**src/rtl/vrs_pkg.sv**
```systemverilog
package vrs_pkg;
    localparam int unsigned FRAME_HZ_DEF = 48000;
    localparam int unsigned MIN_HZ_DEF   = 4000;
    localparam int unsigned RATE_W_DEF   = 16;
    localparam int unsigned REQ_W        = 12;

    typedef enum logic [1:0] {
        MODE_PRI  = 2'd0,
        MODE_SEC1 = 2'd1,
        MODE_SEC2 = 2'd2,
        MODE_SEC3 = 2'd3
    } codec_mode_e;
endpackage

```
**src/rtl/vrs_rate_clamp.sv**
```systemverilog
module vrs_rate_clamp #(
    parameter int unsigned RATE_W   = 16,
    parameter int unsigned ACC_W    = 17,
    parameter int unsigned MIN_HZ   = 4000,
    parameter int unsigned FRAME_HZ = 48000
) (
    input  logic [RATE_W-1:0] rate_in,
    output logic [ACC_W-1:0]  rate_out
);
    localparam logic [RATE_W-1:0] LO = RATE_W'(MIN_HZ);
    localparam logic [RATE_W-1:0] HI = RATE_W'(FRAME_HZ);

    always_comb begin
        if (rate_in < LO) begin
            rate_out = ACC_W'(LO);
        end else if (rate_in > HI) begin
            rate_out = ACC_W'(HI);
        end else begin
            rate_out = ACC_W'(rate_in);
        end
    end
endmodule

```
**src/rtl/vrs_accum.sv**
```systemverilog
module vrs_accum #(
    parameter int unsigned ACC_W    = 17,
    parameter int unsigned FRAME_HZ = 48000
) (
    input  logic             clk,
    input  logic             rst_n,
    input  logic             frame_stb,
    input  logic             var_rate_en,
    input  logic             rate_wr,
    input  logic [ACC_W-1:0] rate,
    output logic             req,
    output logic             accept,
    output logic [ACC_W-1:0] acc
);
    localparam logic [ACC_W-1:0] FRAME_A = ACC_W'(FRAME_HZ);

    typedef struct packed {
        logic [ACC_W-1:0] acc;
        logic             req;
        logic             accept;
        logic             vra;
    } acc_state_t;

    acc_state_t st_d, st_q;
    logic             clear;
    logic [ACC_W-1:0] base;
    logic [ACC_W-1:0] sum;

    always_comb begin
        st_d     = st_q;
        st_d.vra = var_rate_en;
        clear    = rate_wr | (var_rate_en & ~st_q.vra);
        base     = clear ? '0 : st_q.acc;
        sum      = base + rate;
        st_d.acc = var_rate_en ? base : '0;
        if (frame_stb) begin
            st_d.accept = st_q.req;
            if (!var_rate_en) begin
                st_d.req = 1'b1;
            end else if (sum >= FRAME_A) begin
                st_d.req = 1'b1;
                st_d.acc = sum - FRAME_A;
            end else begin
                st_d.req = 1'b0;
                st_d.acc = sum;
            end
        end
    end

    always_ff @(posedge clk or negedge rst_n) begin
        if (!rst_n) begin
            st_q <= '0;
        end else begin
            st_q <= st_d;
        end
    end

    assign req    = st_q.req;
    assign accept = st_q.accept;
    assign acc    = st_q.acc;
endmodule

```
**src/rtl/vrs_req_map.sv**
```systemverilog
module vrs_req_map
    import vrs_pkg::*;
#(
    parameter int unsigned W = REQ_W
) (
    input  logic        req,
    input  codec_mode_e mode,
    output logic [W-1:0] bits_out
);
    always_comb begin
        bits_out = '0;
        case (mode)
            MODE_PRI, MODE_SEC1: begin
                bits_out[11] = ~req;
                bits_out[10] = ~req;
            end
            MODE_SEC2: begin
                bits_out[7] = ~req;
                bits_out[6] = ~req;
            end
            default: begin
                bits_out[8] = ~req;
                bits_out[5] = ~req;
            end
        endcase
    end
endmodule

```
**src/rtl/vrate_slot_req.sv**
```systemverilog
module vrate_slot_req
    import vrs_pkg::*;
#(
    parameter int unsigned RATE_W   = RATE_W_DEF,
    parameter int unsigned FRAME_HZ = FRAME_HZ_DEF,
    parameter int unsigned MIN_HZ   = MIN_HZ_DEF,
    parameter int unsigned ACC_W    = $clog2(2 * FRAME_HZ)
) (
    input  logic              clk,
    input  logic              rst_n,
    input  logic              frame_stb,
    input  logic              var_rate_en,
    input  logic              rate_wr,
    input  logic [RATE_W-1:0] rate_hz,
    input  logic [1:0]        codec_mode,
    output logic [REQ_W-1:0]  slot_req,
    output logic              accept_pcm
);
    logic [ACC_W-1:0] rate_c;
    logic [ACC_W-1:0] acc_w;
    logic             req_w;

    vrs_rate_clamp #(
        .RATE_W(RATE_W), .ACC_W(ACC_W), .MIN_HZ(MIN_HZ), .FRAME_HZ(FRAME_HZ)
    ) u_clamp (
        .rate_in (rate_hz),
        .rate_out(rate_c)
    );

    vrs_accum #(
        .ACC_W(ACC_W), .FRAME_HZ(FRAME_HZ)
    ) u_acc (
        .clk        (clk),
        .rst_n      (rst_n),
        .frame_stb  (frame_stb),
        .var_rate_en(var_rate_en),
        .rate_wr    (rate_wr),
        .rate       (rate_c),
        .req        (req_w),
        .accept     (accept_pcm),
        .acc        (acc_w)
    );

    vrs_req_map #(
        .W(REQ_W)
    ) u_map (
        .req     (req_w),
        .mode    (codec_mode_e'(codec_mode)),
        .bits_out(slot_req)
    );
endmodule

```
**config.mk**
```make
export PLATFORM = sky130hd
export DESIGN_NAME = vrate_slot_req
export DESIGN_NICKNAME = d
export VERILOG_FILES = /design/src/rtl/vrs_pkg.sv /design/src/rtl/vrs_rate_clamp.sv /design/src/rtl/vrs_accum.sv /design/src/rtl/vrs_req_map.sv /design/src/rtl/vrate_slot_req.sv
export SDC_FILE = /design/constraint.sdc
export NUM_CORES = 1
export LEC_CHECK = 0
export ABC_AREA = 1
export BUFFER_PORTS_ARGS = -buffer_cell sky130_fd_sc_hd__buf_4
export CAP_MARGIN = 20
export CORE_ASPECT_RATIO = 0.5
export CORE_MARGIN = 8
export CORE_UTILIZATION = 30
export DETAILED_ROUTE_END_ITERATION = 10
export GPL_ROUTABILITY_DRIVEN = 0
export HOLD_SLACK_MARGIN = 0.03
export PLACE_DENSITY = 0.46
export REMOVE_ABC_BUFFERS = 1
export SYNTH_ARGS = -nofsm -noshare
export SYNTH_HDL_FRONTEND = slang
export SYNTH_HIERARCHICAL = 1
export SYNTH_SLANG_ARGS = --single-unit
```
**constraint.sdc**
```tcl
create_clock -name clk -period 3.75 [get_ports clk]
set_input_delay 0.1875 -clock clk [delete_from_list [all_inputs] [get_ports clk]]
set_output_delay 0.1875 -clock clk [all_outputs]
set_load 0.005 [all_outputs]
```
* Word-level counts from Yosys, hierarchy flattened
Cells that the tools add are included.
** Operators by class
- $add $sub $neg :: 2
- Multiply operators :: 0
- Div/mod/pow operators :: 0
- Order comparisons :: 3
- Equality and inequality tests :: 2
- Shifts and indexed selects :: 0
- Multiplexer cells :: 11
- Bitwise logic cells :: 4
- Reductions and logical operators :: 3
** Operators by type and width (number)
- $mux W17 :: 4
- $mux W19 :: 1
- $mux W18 :: 1
- $add A17 B17 Y17 :: 1
- $ge A17 B16 Y1 const B :: 1
- $sub A17 B16 Y17 const B :: 1
- $gt A16 B16 Y1 const B :: 1
- $lt A16 B12 Y1 const B :: 1
- $mux W16 :: 1
- $mux W2 :: 2
- $reduce_or A3 Y1 :: 1
- $eq A2 B1 Y1 const B :: 1
- $eq A2 B2 Y1 const B :: 1
- $logic_not A2 Y1 :: 1
- $mux W1 :: 2
- $not A1 Y1 :: 2
- $reduce_or A2 Y1 :: 1
- $and A1 B1 Y1 :: 1
- $or A1 B1 Y1 :: 1
** Word-level totals
- Flip-flop bits (word level) :: 20
- Bits in latches :: 0
- RAM bits :: 0
- Memory bits (read-only) :: 0
- Input bits :: 23
- Output and inout port bits :: 13
- Logic and storage cells :: 29
- Memories :: 0

* Depth between registers and ports, before layout
Gate-level depths: netlist of the first run.
- Depth after elaboration :: 9
- Gate-level depth with buffers :: 29
- Mapped depth without buffers :: 29

* By module
Netlist of the first run, hierarchy kept.
** By module, submodules not included
- vrs_accum :: instances 1, cells each 416, area each 2717.6 µm², sequential area each 500.5 µm²
- vrs_rate_clamp :: instances 1, cells each 58, area each 287.8 µm², sequential area each 0.0 µm²
- vrs_req_map :: instances 1, cells each 16, area each 93.8 µm², sequential area each 0.0 µm²

* Worst setup path after synthesis of the first run
Ideal clock, no wire load.
- Path kind :: flip-flop to flip-flop
- From :: register u_acc/st_q[0] (netlist bit)
- To :: register u_acc.st_q (netlist bit u_acc/acc[15])
- Setup time :: 0.113 ns
- Data arrival time :: 2.986 ns
- Required time :: 3.637 ns
- Setup slack :: 0.651 ns
- Stages on the path, launching flop included :: 29
- Buffers on the path :: 2
- Period minus slack after synthesis :: 3.099 ns
- Cell sequence :: dfrtp_1 inv_2 nand2_8 buf_12 nand2_2 inv_1 nand2_1 inv_1 ha_1 inv_1 fa_1 inv_1 nand3_1 nand2_1 nand2_1 nand2_1 nand2_1 nand2_1 inv_1 ha_1 nand3_1 a21oi_4 nand2_4 nand3_2 buf_6 nand3_1 nand3_1 nand2_1 inv_1
** RTL lines
- start, declared :: RTL line vrs_accum.sv:24 : acc_state_t st_d, st_q;
- start signal, assigned :: RTL line vrs_accum.sv:54 : st_q <= st_d;

==> results.tsv, run 1 <==
stage	metric	value	unit
status	outcome	finished clean	
worst_setup_path	CP required	3.94	ns
worst_setup_path	worst r2r dst	u_acc/acc[9]$_DFF_PN0_	
sta	Final Hold Viols	0	
worst_setup_path	worst-path fanout max	15	
layout	Antenna diodes	0	
layout	layout cell share with drive strength beyond 1	19.3	%
worst_setup_path	Setup CP Type	reg2reg	
clock_network	total CTS buffers	3	
place	number of buffers added on ports	29	
hold_path	min-delay src	frame_stb	
place	Detail Placement HPWL	7.63	mm
clock_network	CTS HTree Levels	1	
global_route	met1 usage	19.6	%
sta	max-slew violations	0	
die	Ports	36	
clock_network	clk_lat worst skew	0.25	ns
hold_path	Hold Crit Class	in2reg	
worst_setup_path	startpoint types	register	
layout	Fillers	1086	
worst_setup_path	Worst setup EP type	register	
logic_synthesis	synthesized instance count	473	
sta	Layout Skew	0.00104	ns
logic_synthesis	synth warn	6	
layout	commonest non-fill, non-tap cell in the layout	nand2_1	
logic_synthesis	Post-Syn Area per Cell	6.28	sq um
die	# rows	25	
hold_path	Worst Hold End	u_acc/accept$_DFFE_PN0P_	
route	DRC viols	0	
clock_network	clk sinks	20	
global_route	met3 Use GR	2.38	%
clock_network	Post-CTS Repair Setup Buffers	0	
route	Post-DRT Antenna Nets	0	
clock_network	CTS Buffer Depth	2	
global_route	grt ovf	0	
die	Die W	157	microns
sta	Max Freq	0.298	GHz
layout	Layout area overhead	13.3	%
global_route	GRT Total Usage	13.4	%
worst_setup_path	critical path arrival	3.55	ns
clock_network	TritonCTS clock tree	built	
global_route	antenna violations before repair	0	
clock_network	CTS Root Cell	clkbuf_16	
die	Die Area	13500	sq um
sta	part of the cycle the worst path needs	89.5	%
power	PwrDens	281	nW/um^2
layout	Final Core Density	35.3	%
global_route	largest net degree at the start of global routing	21	
layout	nets	536	
global_route	vias in the first global route	2828	
route	drt wl/cell	14.3	microns
place	post-place setup slack	0.141	ns
worst_setup_path	worst r2r src	u_acc/st_q[0]$_DFF_PN0_	
worst_setup_path	R2R setup slack	0.39	ns
layout	commonest non-fill, non-tap cells in the layout	137 x nand2_1, 67 x inv_1, 52 x nand3_1	
worst_setup_path	crit path from	u_acc/st_q[0]$_DFF_PN0_	
sta	fin crit period	3.36	ns
clock_network	clock-pin slew on the worst setup and hold paths	0.06	ns
global_route	first-pass GRT wire length	14.6	mm
route	First DRT Iteration DRCs	179	
power	Pleak	0.00188	uW
power	worst vdd ir	0.175	mV
hold_path	Hold Path Cell Cnt	3	
global_route	grt peak-use layer	met2	
route	final wirelength	9.05	mm
sta	final worst slack	0.393	ns
die	core area	9540	sq um
logic_synthesis	cell area after synthesis	2970	sq um
global_route	GR Util met2	20.5	%
die	Die Y	86.4	microns
sta	Setup violations, final	0	
worst_setup_path	r2r worst-path depth	25	
route	DRT Pass-1 Iters	4	
run	max-cap violations	0	
route	Vias per Instance	4.83	
die	Initial Util	31.1	%
route	Vias	3056	
-- worst max-delay path by stage --
stage	to	slack (ns)	cells past startpoint
2_1_floorplan	u_acc/acc[10]$_DFF_PN0_	0.67	27
6_report	u_acc/acc[9]$_DFF_PN0_	0.39	25
5_1_grt	u_acc/acc[10]$_DFF_PN0_	-0.01	26
4_1_cts	u_acc/acc[10]$_DFF_PN0_	0.33	26
3_3_place_gp	u_acc/acc[7]$_DFF_PN0_	0.24	26
3_5_place_dp	u_acc/acc[10]$_DFF_PN0_	0.14	28
-- through the flow --
step           TNS (ns)  hold slack [ns]  power, uW  instances  cell area (sq um)
4_1_cts               0            0.278        952        633               3360
2_1_floorplan         0           -0.108        586        459               2840
3_5_place_dp          0           0.0918        722        629               3280
6_report              0            0.279        945        633               3370
3_3_place_gp          0           0.0898        727        629               3280
5_1_grt         -0.0101            0.285       1020        633               3370
-- layout make-up --
class                      instances  area (sq um)  share of cell area (%)
inverter                          76           285                    8.47
multi-input combinational        363          2070                    61.3
tap                              135           169                    5.01
timing repair buffer              36           273                    8.10
sequential                        20           500                    14.9
clock buffer                       3          75.1                    2.23
-- routing by layer --
metal / share of wire [%] / wire, microns
met1: 54 / 4930
met2: 41 / 3700
met3: 4.0 / 358
met4: 0.67 / 61
met5: 0 / 0
-- power breakdown --
group / internal [uW] / switching [uW]
clock network: 141 / 81.0
logic: 165 / 310
registers: 236 / 11.7
-- sequential cells by signal, indices dropped and copies added (netlist names) --
| name | cells |
|---|---|
| u_acc/st_q | 1 |
| u_acc/acc | 17 |
| u_acc/accept | 1 |
| u_acc/req | 1 |
-- timing repair --
item	CTS	global route
resized for setup	0	1
setup endpoints to repair	0	10
hold endpoints to repair	20	0
hold buffers	1	0
-- critical path, cell delays in order, from the launching register on --
cell,delay [ns]
dfrtp_1,0.34
inv_2,0.06
nand2_8,0.13
nand2_2,0.07
inv_1,0.16
nand2_1,0.10
inv_1,0.08
ha_1,0.16
inv_1,0.05
fa_1,0.38
inv_1,0.13
nand3_1,0.09
nand2_1,0.09
nand2_1,0.07
nand3_1,0.07
nand2_1,0.07
inv_1,0.08
ha_1,0.18
nand3_1,0.16
a21oi_4,0.22
nand2_4,0.13
nand3_4,0.16
nand2_1,0.07
nand2_1,0.07
nand3_1,0.07
nand2_1,0.07
Note: power is estimated with default switching activity, not from simulation.
==> inputs of run 2 (changes only) <==
--- a/config.mk
+++ b/config.mk
@@ -8,13 +8,15 @@
 export ABC_AREA = 1
 export BUFFER_PORTS_ARGS = -buffer_cell sky130_fd_sc_hd__buf_4
 export CAP_MARGIN = 20
+export CELL_PAD_IN_SITES_DETAIL_PLACEMENT = 1
+export CELL_PAD_IN_SITES_GLOBAL_PLACEMENT = 1
 export CORE_ASPECT_RATIO = 0.5
 export CORE_MARGIN = 8
 export CORE_UTILIZATION = 30
 export DETAILED_ROUTE_END_ITERATION = 10
 export GPL_ROUTABILITY_DRIVEN = 0
 export HOLD_SLACK_MARGIN = 0.03
-export PLACE_DENSITY = 0.46
+export PLACE_DENSITY = 0.6
 export REMOVE_ABC_BUFFERS = 1
 export SYNTH_ARGS = -nofsm -noshare
 export SYNTH_HDL_FRONTEND = slang
==> results.tsv, run 2 (synthesis gave the netlist of run 1 again) <==
stage	metric	value	unit
layout	final instance area	3410	sq um
worst_setup_path	R2R setup slack	0.41	ns
power	Net Sw Power	421	uW
die	Ports	36	
sta	unrepaired setup endpoints after global routing	no	
route	final wirelength	9.78	mm
clock_network	CTS Buffer Depth	2	
power	worst vdd ir	0.179	mV
power	Combinational Power Share	47.0	%
sta	fin crit period	3.34	ns
layout	Fillers	1259	
worst_setup_path	Worst setup EP type	register	
power	power share of the clock group	29.1	%
power	overall power	1040	uW
layout	Antenna diodes	0	
global_route	grt ovf	0	
power	PwrDens	304	nW/um^2
clock_network	CTS Root Cell	clkbuf_16	
sta	part of the cycle the worst path needs	89.0	%
hold_path	Hold Crit Class	in2reg	
clock_network	clock-pin slew on the worst setup and hold paths	0.06	ns
worst_setup_path	worst-path fanout max	15	
sta	Max Freq	0.300	GHz
worst_setup_path	Worst path most repeated cell	nand2_1	
worst_setup_path	buffers plus inverters on the worst setup path	7	
status	outcome	finished clean	
place	Area after DPL	3280	sq um
place	number of buffers added on ports	29	
sta	Layout Skew	0.00277	ns
clock_network	total CTS buffers	3	
power	Int Pwr	616	uW
sta	Final Hold Viols	0	
die	Die Area	13500	sq um
worst_setup_path	CP required	3.91	ns
clock_network	clk_lat worst skew	0.26	ns
worst_setup_path	critical path arrival	3.50	ns
route	drt wl/cell	15.4	microns
worst_setup_path	startpoint types	register	
route	DRT Pass-1 Iters	4	
layout	commonest non-fill, non-tap cell in the layout	nand2_1	
hold_path	min-delay src	frame_stb	
route	Post-DRT Antenna Nets	0	
global_route	largest net degree at the start of global routing	21	
worst_setup_path	worst r2r dst	u_acc/acc[8]$_DFF_PN0_	
die	# rows	25	
route	Vias	3009	
clock_network	CTS HTree Levels	1	
power	Reg power frac	23.9	%
place	Detail Placement HPWL	8.33	mm
worst_setup_path	Worst path top cell family by delay	simple AND/OR/NAND/NOR gates	
route	First DRT Iteration DRCs	144	
worst_setup_path	r2r worst-path depth	26	
route	DRC viols	0	
layout	layout cell share with drive strength beyond 1	19.6	%
die	Die Y	86.4	microns
route	Vias per Instance	4.74	
worst_setup_path	worst r2r src	u_acc/st_q[0]$_DFF_PN0_	
worst_setup_path	Setup CP Type	reg2reg	
sta	Setup violations, final	0	
run	max-cap violations	0	
layout	Layout area overhead	14.6	%
layout	max reg flops	17	
die	core area	9540	sq um
die	Die W	157	microns
power	Pleak	0.00190	uW
layout	commonest non-fill, non-tap cells in the layout	137 x nand2_1, 67 x inv_1, 52 x nand3_1	
sta	max-slew violations	0	
hold_path	Worst Hold End	u_acc/accept$_DFFE_PN0P_	
global_route	first-pass GRT wire length	16.0	mm
global_route	vias in the first global route	3099	
clock_network	clk sinks	20	
sta	setup_tns	0	ns
layout	nets	537	
hold_path	Hold Path Cell Cnt	3	
global_route	GRT Total Usage	14.7	%
worst_setup_path	slowest cell delay on critical path	0.38	ns
worst_setup_path	Crit-path slowest cell	fa_1	
clock_network	TritonCTS clock tree	built	
power	switching share of power	40.6	%
global_route	antenna violations before repair	0	
die	Initial Util	31.1	%
[run 2: cell count changes in the layout (fill, tap and decap cells not counted), sizes merged]
cell / before / now
bufinv: 0 / 1
buf: 35 / 36
[run 2: area by class of cell]
type                    count  area (sq um)  share of cell area (%)
inverters                  76           285                    8.38
repair buffers             37           280                    8.23
clock buffers               3          75.1                    2.20
well taps                 135           169                    4.96
multi-input cells         363          2070                    60.7
clock inverters             1          30.0                   0.882
flip-flops and latches     20           500                    14.7
[run 2: per-stage QoR]
stage          utilization, %  instances  worst slack [ns]  hold slack, ns
6_report                 35.7        635             0.412           0.272
5_1_grt                  35.7        635           0.00957           0.300
4_1_cts                  35.5        634             0.263           0.275
3_5_place_dp             34.3        629             0.113          0.0925
3_3_place_gp             34.3        629             0.281          0.0904
2_1_floorplan               -        459             0.673          -0.108
[run 2: tightest hold or removal path, cell delays in order]
cell and delay (ns):
buf_4 0.18, nand2_1 0.08, nand2_1 0.05
[run 2: what timing repair did]
action / in CTS / in global routing
setup buffers: 0 / 1
endpoints found under the hold margin: 20 / 0
endpoints found under the setup margin: 0 / 10
gates resized for setup: 0 / 1
hold buffers: 1 / 0
[run 2: how the worst max path moves through the flow]
stage,to,startpoint,slack [ns],depth (start not counted)
2_1_floorplan,u_acc/acc[10]$_DFF_PN0_,rate_hz[5],0.67,27
3_3_place_gp,u_acc/acc[10]$_DFF_PN0_,rate_hz[5],0.28,28
3_5_place_dp,u_acc/acc[12]$_DFF_PN0_,rate_hz[5],0.11,28
4_1_cts,u_acc/acc[10]$_DFF_PN0_,u_acc/st_q[0]$_DFF_PN0_,0.26,26
5_1_grt,u_acc/acc[10]$_DFF_PN0_,u_acc/st_q[0]$_DFF_PN0_,0.01,26
6_report,u_acc/acc[8]$_DFF_PN0_,u_acc/st_q[0]$_DFF_PN0_,0.41,26
[run 2: power groups by stage]
| stage | logic, uW | registers [uW] | clock network [uW] |
|---|---|---|---|
| after CTS | 484 | 248 | 309 |
| after detailed placement | 478 | 252 | 0 |
| after floorplan | 337 | 250 | 0 |
| final | 487 | 248 | 301 |
| after global routing | 550 | 250 | 317 |
| after global placement | 475 | 252 | 0 |
[run 2: per-layer routing]
layer | vias to the layer above | share of wire [%] | GRT usage [%] | wire length, microns
met5 | - | 0 | 0 | 0
met2 | 43 | 41 | 22.6 | 4060
met1 | 1405 | 53 | 21.3 | 5190
met3 | 6 | 4.8 | 2.58 | 466
met4 | 0 | 0.72 | 1.73 | 70
li1 | 1555 | - | - | -
